<file path="config.mk">
export PLATFORM = sky130hd
export DESIGN_NAME = chg_status_enc
export DESIGN_NICKNAME = d
export VERILOG_FILES = /design/src/rtl/chg_status_pkg.sv /design/src/rtl/chg_state_decode.sv /design/src/rtl/chg_blink_timer.sv /design/src/rtl/chg_pin_regs.sv /design/src/rtl/chg_status_enc.sv
export SDC_FILE = /design/constraint.sdc
export NUM_CORES = 1
export LEC_CHECK = 0
export ABC_CLOCK_PERIOD_IN_PS = 4600
export BUFFER_PORTS_ARGS = -buffer_cell sky130_fd_sc_hd__buf_2
export CORE_ASPECT_RATIO = 1.1
export CORE_UTILIZATION = 45
export CTS_CLUSTER_DIAMETER = 120
export DETAILED_ROUTE_END_ITERATION = 16
export SYNTH_ARGS = -nofsm -noshare
export SYNTH_HDL_FRONTEND = slang
export SYNTH_SLANG_ARGS = --single-unit
</file>
<file path="constraint.sdc">
create_clock -name clk -period 4.6 [get_ports clk]
set_input_delay 0.92 -clock clk [delete_from_list [all_inputs] [get_ports clk]]
set_output_delay 0.92 -clock clk [all_outputs]
set_load 0.02 [all_outputs]
</file>
<file path="src/rtl/chg_status_pkg.sv">
// Package: shared state codes and indication classes for the status encoder.
// Assumes the charge controller presents a 4-bit state code.
package chg_status_pkg;

    localparam int CODE_W = 4;

    localparam logic [CODE_W-1:0] SC_IDLE       = 4'd0;
    localparam logic [CODE_W-1:0] SC_CHARGING   = 4'd1;
    localparam logic [CODE_W-1:0] SC_DONE       = 4'd2;
    localparam logic [CODE_W-1:0] SC_TEMP_SUSP  = 4'd3;
    localparam logic [CODE_W-1:0] SC_PRE_TMO    = 4'd4;
    localparam logic [CODE_W-1:0] SC_FAST_TMO   = 4'd5;
    localparam logic [CODE_W-1:0] SC_OVERVOLT   = 4'd6;
    localparam logic [CODE_W-1:0] SC_NO_BATT    = 4'd7;
    localparam logic [CODE_W-1:0] SC_BATT_SHORT = 4'd8;

    // Indication class produced by the decoder
    typedef enum logic [1:0] {
        IND_DARK  = 2'd0,
        IND_PIN_A = 2'd1,
        IND_PIN_B = 2'd2,
        IND_FLASH = 2'd3
    } ind_e;

endpackage

</file>
<file path="src/rtl/chg_state_decode.sv">
// Module: maps state code, sleep, mode and configuration to an indication class.
// Purely combinational; assumes the caller registers its result.
module chg_state_decode
    import chg_status_pkg::*;
(
    input  logic [CODE_W-1:0] code,
    input  logic              sleep,
    input  logic              blink_mode,
    input  logic              host_cfg,
    output ind_e              ind
);

    logic flash_timer_ok;

    // Timer-fault flashing exists only in blinking mode and without host control
    assign flash_timer_ok = blink_mode && !host_cfg;

    // Select the indication class for the present inputs
    always_comb begin
        ind = IND_DARK;
        if (!sleep) begin
            case (code)
                SC_CHARGING:   ind = IND_PIN_A;
                SC_DONE:       ind = IND_PIN_B;
                SC_TEMP_SUSP,
                SC_BATT_SHORT: ind = blink_mode     ? IND_FLASH : IND_DARK;
                SC_PRE_TMO,
                SC_FAST_TMO:   ind = flash_timer_ok ? IND_FLASH : IND_DARK;
                default:       ind = IND_DARK;
            endcase
        end
    end

endmodule

</file>
<file path="src/rtl/chg_blink_timer.sv">
// Module: prescaler producing the flash phase for blinking indications.
// Holds the on phase while no flash is requested, so each flash starts lit.
// Assumes HALF_CYCLES >= 1 clock edges per half-period.
module chg_blink_timer #(
    parameter int HALF_CYCLES = 25_000_000
) (
    input  logic clk,
    input  logic rst_n,
    input  logic req,
    output logic phase_on
);

    localparam int CW = (HALF_CYCLES > 1) ? $clog2(HALF_CYCLES) : 1;
    localparam logic [CW-1:0] LAST = CW'(HALF_CYCLES - 1);

    logic [CW-1:0] cnt;

    // Count edges of a half-period and flip the phase at its end
    always_ff @(posedge clk) begin
        if (!rst_n || !req) begin
            cnt      <= '0;
            phase_on <= 1'b1;
        end else if (cnt == LAST) begin
            cnt      <= '0;
            phase_on <= !phase_on;
        end else begin
            cnt      <= cnt + 1'b1;
        end
    end

endmodule

</file>
<file path="src/rtl/chg_pin_regs.sv">
// Module: output flip-flops for the three active-low pin enables.
// Assumes the indication class and phase are stable before the clock edge.
module chg_pin_regs
    import chg_status_pkg::*;
(
    input  logic clk,
    input  logic rst_n,
    input  ind_e ind,
    input  logic phase_on,
    input  logic pg_req,
    output logic stat_a_n,
    output logic stat_b_n,
    output logic pgood_n
);

    logic a_lit;
    logic b_lit;

    // Pin A lights when steady-on or when flashing in its on phase
    assign a_lit = (ind == IND_PIN_A) || ((ind == IND_FLASH) && phase_on);
    assign b_lit = (ind == IND_PIN_B);

    // Register the enables so code transitions cannot glitch the pins
    always_ff @(posedge clk) begin
        if (!rst_n) begin
            stat_a_n <= 1'b1;
            stat_b_n <= 1'b1;
            pgood_n  <= 1'b1;
        end else begin
            stat_a_n <= !a_lit;
            stat_b_n <= !b_lit;
            pgood_n  <= !pg_req;
        end
    end

endmodule

</file>
<file path="src/rtl/chg_status_enc.sv">
// Module: charger status pin encoder top level.
// Decodes the controller state, runs the flash prescaler and registers the
// three open-drain enables. Assumes all inputs are synchronous to clk.
module chg_status_enc
    import chg_status_pkg::*;
#(
    parameter int BLINK_HALF_CYCLES = 25_000_000
) (
    input  logic              clk,
    input  logic              rst_n,
    input  logic [CODE_W-1:0] state_code,
    input  logic              supply_ok,
    input  logic              sleep,
    input  logic              blink_mode,
    input  logic              host_cfg,
    output logic              stat_a_n,
    output logic              stat_b_n,
    output logic              pgood_n
);

    ind_e ind;
    logic flash_req;
    logic phase_on;
    logic pg_req;

    assign flash_req = (ind == IND_FLASH);
    assign pg_req    = supply_ok && !sleep;

    chg_state_decode u_decode (
        .code       (state_code),
        .sleep      (sleep),
        .blink_mode (blink_mode),
        .host_cfg   (host_cfg),
        .ind        (ind)
    );

    chg_blink_timer #(
        .HALF_CYCLES (BLINK_HALF_CYCLES)
    ) u_timer (
        .clk      (clk),
        .rst_n    (rst_n),
        .req      (flash_req),
        .phase_on (phase_on)
    );

    chg_pin_regs u_pins (
        .clk      (clk),
        .rst_n    (rst_n),
        .ind      (ind),
        .phase_on (phase_on),
        .pg_req   (pg_req),
        .stat_a_n (stat_a_n),
        .stat_b_n (stat_b_n),
        .pgood_n  (pgood_n)
    );

endmodule

</file>
==> results.json, run 1 <==
{
  "status": "finished with violations",
  "violations": "DRC",
  "synth_seq_area_share": 0.3791,
  "crit_start": "u_timer.cnt[2]",
  "portBuffers": 12,
  "timing.slew.headroom": 0.2341,
  "core_mm2": 0.003153,
  "cts.clk_slew.worst_paths_ns": 0.08,
  "cts_root_buf": "clkbuf_4",
  "cp_top_family": "compound AO/OA/AOI/OAI gates",
  "die_area_mm2": 0.003641,
  "crit_slowest_cell": "o22ai_2",
  "drt-total-wl_mm": 2.976,
  "skew_ns": 0.009659,
  "synth_cells": 163,
  "rows": 21,
  "final_hold_viol_count": 0,
  "tightest_slew_ns": 1.149,
  "cts_buffers": 5,
  "ys_warn_count": 0,
  "crit_arrival_ns": 2.52,
  "cp.required_ns": 4.76,
  "drt-wirelength-per-cell_um": 14.45,
  "antenna_found_initial": 0,
  "grt_pass1_vias": 1186,
  "syn_nets": 174,
  "ys_seq_elements": 29,
  "synth-edff-count": 0,
  "grt-ovfl-total": 0,
  "syn2layout_area_growth_pct": 5.964,
  "hold_path.class": "flop to flop",
  "synth-async-reset-ratio": 0,
  "place.gp.congestion": 0.7655,
  "critPathMaxFanout": 25,
  "ant_nets": 0,
  "power_density_mw_per_mm2": 264.2,
  "vias_per_cell": 6.155,
  "clock-sinks": 29,
  "hold-path-endpoint": "u_timer.cnt[0]",
  "hp-start": "u_timer.cnt[0]",
  "p_leak_nw": 0.4561,
  "cts_resized": 0,
  "grt_max_degree": 28,
  "r2r_cells": 4,
  "initial_core_util": 0.4857,
  "reg2reg_slack_ns": 2.23,
  "worstPathBufferInverterCount": 0,
  "multi_input_area_um2": 877.1,
  "cts_buffer_depth": 2,
  "firstDrtPassIters": 10,
  "endpoint_kind": "flop",
  "cts_tree": "yes",
  "regArea_um2": 580.6,
  "rsz0062_at_grt": "no",
  "dp_hpwl_mm": 1.987,
  "max_freq_ghz": 0.4228,
  "yosys.cell_types.count": 42,
  "htreeDepth": 2,
  "layout_min_cycle_time_ns": 2.365,
  "crit-reg2reg-capture": "u_timer.cnt[4]",
  "track_usage": 0.1790,
  "ioPinCount": 13,
  "syn_avg_cell_area_um2": 9.396,
  "max_stage_delay_ns": 0.91,
  "grt_pass1_wl_mm": 5.092,
  "n_antenna_cell": 0,
  "crit_type": "flop to flop",
  "die_y_um": 63.19,
  "clkLatencyLatePin_ns": 0.33,
  "die_w_um": 57.62,
  "syn_area_mm2": 0.001531,
  "fin_nets": 183,
  "drive_above_1_share": 0.1860,
  "fin_crit_sh": 0.5142,
  "cts_hold_buf": 0,
  "drt_drc_violations_left": 2,
  "fin_ws_ns": 2.235,
  "place_ws_ns": 1.907,
  "r2r_start": "u_timer.cnt[2]",
  "path_cells": "and4_1 > nand4_1 > o22ai_2 > nor3_1",
  "maxCapViolCount": 0,
  "synthFlopType": "dfxtp_1",
  "start_kind": "flop",
  "finalMaxSlewViolations": 0,
  "fillers": 304,
  "holdPathStages": 1,
  "layout_commonest_cell": "dfxtp_1",
  "setup_viol": 0,
  "layout_common_cells": "29 x dfxtp_1, 16 x nor3_1, 12 x buf_2",
  "post_cts_buffers": 0,
  "setup_tns_ns": 0,
  "peakVddDrop_uv": 128.8,
  "drt_iter0_markers": 39,
  "vias": 1268
}
## layer usage
layer | track usage | wire [um]
met5 | 0 | 0
met4 | 0.06402 | 47
met3 | 0.04928 | 128
met2 | 0.2936 | 1362
met1 | 0.2214 | 1436
## cells by family after synthesis
group / Yosys count / share of synthesized area
and+or+nand+nor: 78 / 0.3284
AOI/OAI and AO/OA: 31 / 0.1634
DFF: 29 / 0.3791
xor gates and xnor gates: 12 / 0.06863
buffers and inverters: 12 / 0.05228
adders and majority gates: 1 / 0.008169
## synthesized netlist by cell type (2+ instances only)
library cell / n / area share
dfxtp_1: 29 / 0.38
nor3_1: 16 / 0.052
nand4_1: 11 / 0.045
xor2_1: 9 / 0.051
a211oi_1: 8 / 0.039
nand2_1: 7 / 0.017
or4_1: 7 / 0.034
o31ai_1: 6 / 0.029
nand3_1: 5 / 0.016
o21ai_0: 5 / 0.016
buf_2: 4 / 0.013
nor4b_1: 4 / 0.023
or3_1: 4 / 0.016
a211oi_2: 3 / 0.025
and3_1: 3 / 0.012
and4_1: 3 / 0.017
buf_6: 3 / 0.022
nand2b_1: 3 / 0.012
xnor2_1: 3 / 0.017
a31o_2: 2 / 0.011
and2_1: 2 / 0.0082
buf_4: 2 / 0.0098
inv_1: 2 / 0.0049
nand3_4: 2 / 0.023
nor2_1: 2 / 0.0049
nor3b_1: 2 / 0.0098
## registers in the layout (all words and copies together), names as in the netlist
register	count
u_timer.cnt	25
u_pins.stat_a_n	1
u_pins.stat_b_n	1
u_timer.phase_on	1
u_pins.pgood_n	1
## cell type report
| class | instances | area share |
|---|---|---|
| clock buffer | 7 | 0.03392 |
| inverter | 2 | 0.004626 |
| multi-input combinational | 122 | 0.5405 |
| sequential | 29 | 0.3577 |
| tap | 34 | 0.02621 |
| timing repair buffer | 12 | 0.03701 |
## worst max path at each step
stage / end / cells after the start
after global routing: u_timer.cnt[4] / 4
after global placement: u_timer.phase_on / 5
after floorplan: u_timer.phase_on / 5
final: u_timer.cnt[4] / 4
after detailed placement: u_timer.phase_on / 5
after CTS: u_timer.cnt[4] / 4
## metrics by stage
stage / instances / power, mW / util / area, um2 / hold WS [ns]
6_report: 206 / 0.4287 / 0.5147 / 1623 / 0.4785
2_1_floorplan: 163 / 0.2729 / - / 1531 / 0.4403
3_5_place_dp: 199 / 0.2809 / 0.4972 / 1568 / 0.4710
4_1_cts: 206 / 0.4346 / 0.5147 / 1623 / 0.4863
3_3_place_gp: 199 / 0.2800 / 0.4972 / 1568 / 0.4547
5_1_grt: 206 / 0.4458 / 0.5147 / 1623 / 0.5177
## power by group
| group | internal [mW] | switching [mW] |
|---|---|---|
| registers | 0.251 | 0.000126 |
| clock network | 0.0720 | 0.0819 |
| logic | 0.00831 | 0.0151 |
Note: power is estimated with default switching activity, not from simulation.
==> inputs of run 2 (changes only) <==
- ABC_AREA: not set -> 1
- ABC_CLOCK_PERIOD_IN_PS: 4600 -> 2000
- PLACE_DENSITY: not set -> 0.65
- clock period: 4.6 -> 2 ns (I/O delays scaled with it)
==> run 2 against run 1 <==
Compared with the run above: the flow now finishes without violations; largest cell class unchanged; non-clock buffer count is 1 higher; routed wire length rose by 6.5%; critical endpoint is now u_timer.cnt[24]; hold slack got worse by 0.21 ns; highest routed layer unchanged; global-route usage grew 0.64 points.
==> results.json, run 2 <==
{
  "vias": 1478,
  "core_mm2": 0.003413,
  "synthTopCellsByCount": "65 x nand2_1, 56 x nor2_1, 35 x inv_1, 29 x dfxtp_1, 13 x nand3_1",
  "peakVddDrop_uv": 349.4,
  "syn_nets": 261,
  "final_cell_area_mm2": 0.001805,
  "timing.slew.headroom": 0.7325,
  "ant_nets": 0,
  "drt-total-wl_mm": 3.168,
  "cts_buffers": 5,
  "p_leak_nw": 0.6510,
  "ys_seq_elements": 29,
  "vias_per_cell": 4.662,
  "layout_min_cycle_time_ns": 1.701,
  "die_area_mm2": 0.003911,
  "clock-sinks": 29,
  "critPathMaxFanout": 25,
  "yosysTopAreaCell": "dfxtp_1",
  "firstDrtPassIters": 4,
  "die_y_um": 65.49,
  "post_cts_buffers": 0,
  "power_density_mw_per_mm2": 526.0,
  "grt_pass1_wl_mm": 5.416,
  "cp.required_ns": 2.21,
  "grt-ovfl-total": 0,
  "synthFlopType": "dfxtp_1",
  "skew_ns": 0.009103,
  "drt-wirelength-per-cell_um": 9.994,
  "synth_seq_area_share": 0.3520,
  "drt_iter0_markers": 60,
  "max_freq_ghz": 0.5880,
  "synth-edff-count": 0,
  "ioPinCount": 13,
  "grt_pass1_vias": 1358,
  "status": "finished clean",
  "tightest_slew_ns": 0.4005,
  "cts.clk_slew.worst_paths_ns": 0.09,
  "syn_area_mm2": 0.001649,
  "maxCapViolCount": 0,
  "initial_core_util": 0.4831,
  "rsz0062_at_grt": "no",
  "largest_reg_flops": 25,
  "fin_ws_ns": 0.2992,
  "syn2layout_area_growth_pct": 9.484,
  "clkLatencyLatePin_ns": 0.33,
  "n_antenna_cell": 0,
  "fin_crit_sh": 0.8504,
  "yosys.cell_types.count": 21,
  "cts_resized": 0,
  "grt_max_degree": 26,
  "top_register": "u_timer.cnt",
  "dp_hpwl_mm": 2.483,
  "layout_common_cells": "65 x nand2_1, 56 x nor2_1, 35 x inv_1",
  "synth_area_leaders": "dfxtp_1 35%, nand2_1 15%, nor2_1 13%",
  "place_ws_ns": 0.2719,
  "crit_type": "flop to flop",
  "portBuffers": 12,
  "gr-usage-met1": 0.2184,
  "antenna_found_initial": 0,
  "track_usage": 0.1854,
  "cts_hold_buf": 0,
  "ys_warn_count": 0,
  "layout_commonest_cell": "nand2_1",
  "hold_path.class": "input pin to flop",
  "endpoint_kind": "flop",
  "final_hold_viol_count": 0,
  "drt_drc_violations_left": 0,
  "finalMaxSlewViolations": 0,
  "cts_buffer_depth": 2,
  "crit_arrival_ns": 1.91,
  "setup_tns_ns": 0,
  "place.gp.congestion": 0.8761,
  "die_w_um": 59.72,
  "htreeDepth": 2,
  "reg2reg_slack_ns": 0.30,
  "syn_avg_cell_area_um2": 6.596,
  "dpl_cell_area_mm2": 0.001754,
  "fin_nets": 279,
  "start_kind": "flop",
  "met3_usage": 0.04724,
  "synth_top_area_frac": 0.3520,
  "setup_viol": 0,
  "cts_root_buf": "clkbuf_4",
  "top_usage_layer": "met2",
  "yosysMostFrequentCell": "nand2_1",
  "drive_above_1_share": 0.1375,
  "met2_usage": 0.3167,
  "cts_tree": "yes",
  "synth-async-reset-ratio": 0,
  "rows": 22,
  "synth_cells": 250
}
## run 2: cell types whose count changed in the layout (fill, tap and decap cells not counted), sizes merged, moves of 6 or more
| cell | change |
|---|---|
| or4 | -7 |
| inv | +34 |
| nor3 | -10 |
| a211oi | -11 |
| nand2 | +61 |
| nor2 | +63 |
| nand3 | +8 |
| o31ai | -6 |
## run 2: report_power, final
| group | internal (mW) | leakage (nW) | total [mW] | switching [mW] |
|---|---|---|---|---|
| Combinational | 0.0150 | 0.385 | 0.0407 | 0.0257 |
| Clock | 0.134 | 0.0320 | 0.330 | 0.197 |
| Sequential | 0.578 | 0.234 | 0.579 | 0.000346 |
## run 2: kinds of logic after synthesis
kind of cell               synth area share
AOI/OAI and AO/OA                  0.004554
xor gates and xnor gates            0.09029
adders and majority gates          0.007586
buffers and inverters               0.09560
DFF                                  0.3521
and+or+nand+nor                      0.4499
## run 2: path summary, 6_finish.rpt
| kind | from | endpoint | cells past startpoint |
|---|---|---|---|
| max reg2reg | u_timer.cnt[0] | u_timer.cnt[24] | 8 |
| max | u_timer.cnt[0] | u_timer.cnt[24] | 8 |
| min reg2reg | u_timer.cnt[0] | u_timer.cnt[0] | 1 |
| min | supply_ok | u_pins.pgood_n | 2 |
## run 2: metrics by stage
| step | utilization | instances | power (mW) | hold WS (ns) |
|---|---|---|---|---|
| floorplan | - | 250 | 0.6157 | 0.4378 |
| global placement | 0.5139 | 309 | 0.6328 | 0.4511 |
| detailed placement | 0.5139 | 309 | 0.6331 | 0.4533 |
| CTS | 0.5290 | 317 | 0.9668 | 0.2661 |
| global route | 0.5290 | 317 | 0.9998 | 0.2571 |
| finish | 0.5290 | 317 | 0.9497 | 0.2681 |
## run 2: cell type report
type                       instances  area (um2)
fill                             378        1608
multi-input combinational        183       910.9
sequential                        29       580.6
inverter                          36       135.1
timing repair buffer              13       67.56
tap                               48       60.06
clock buffer                       6       41.29
clock inverter                     2       10.01
## run 2: layer usage
| metal | routed length (um) | up-vias | part of all wire |
|---|---|---|---|
| met5 | 0 | - | 0 |
| met4 | 51 | 0 | 0.016 |
| met3 | 95 | 7 | 0.030 |
| met2 | 1466 | 16 | 0.46 |
| met1 | 1555 | 658 | 0.49 |
| li1 | - | 797 | - |
## run 2: critical path, cell delays in order (launching register included)
cell,delay [ns]
dfxtp_1,0.39
ha_1,0.24
nand2_1,0.10
nor2_2,0.12
nand2_2,0.11
nor2_2,0.11
nand3_2,0.12
nand4_4,0.31
nor2_1,0.07
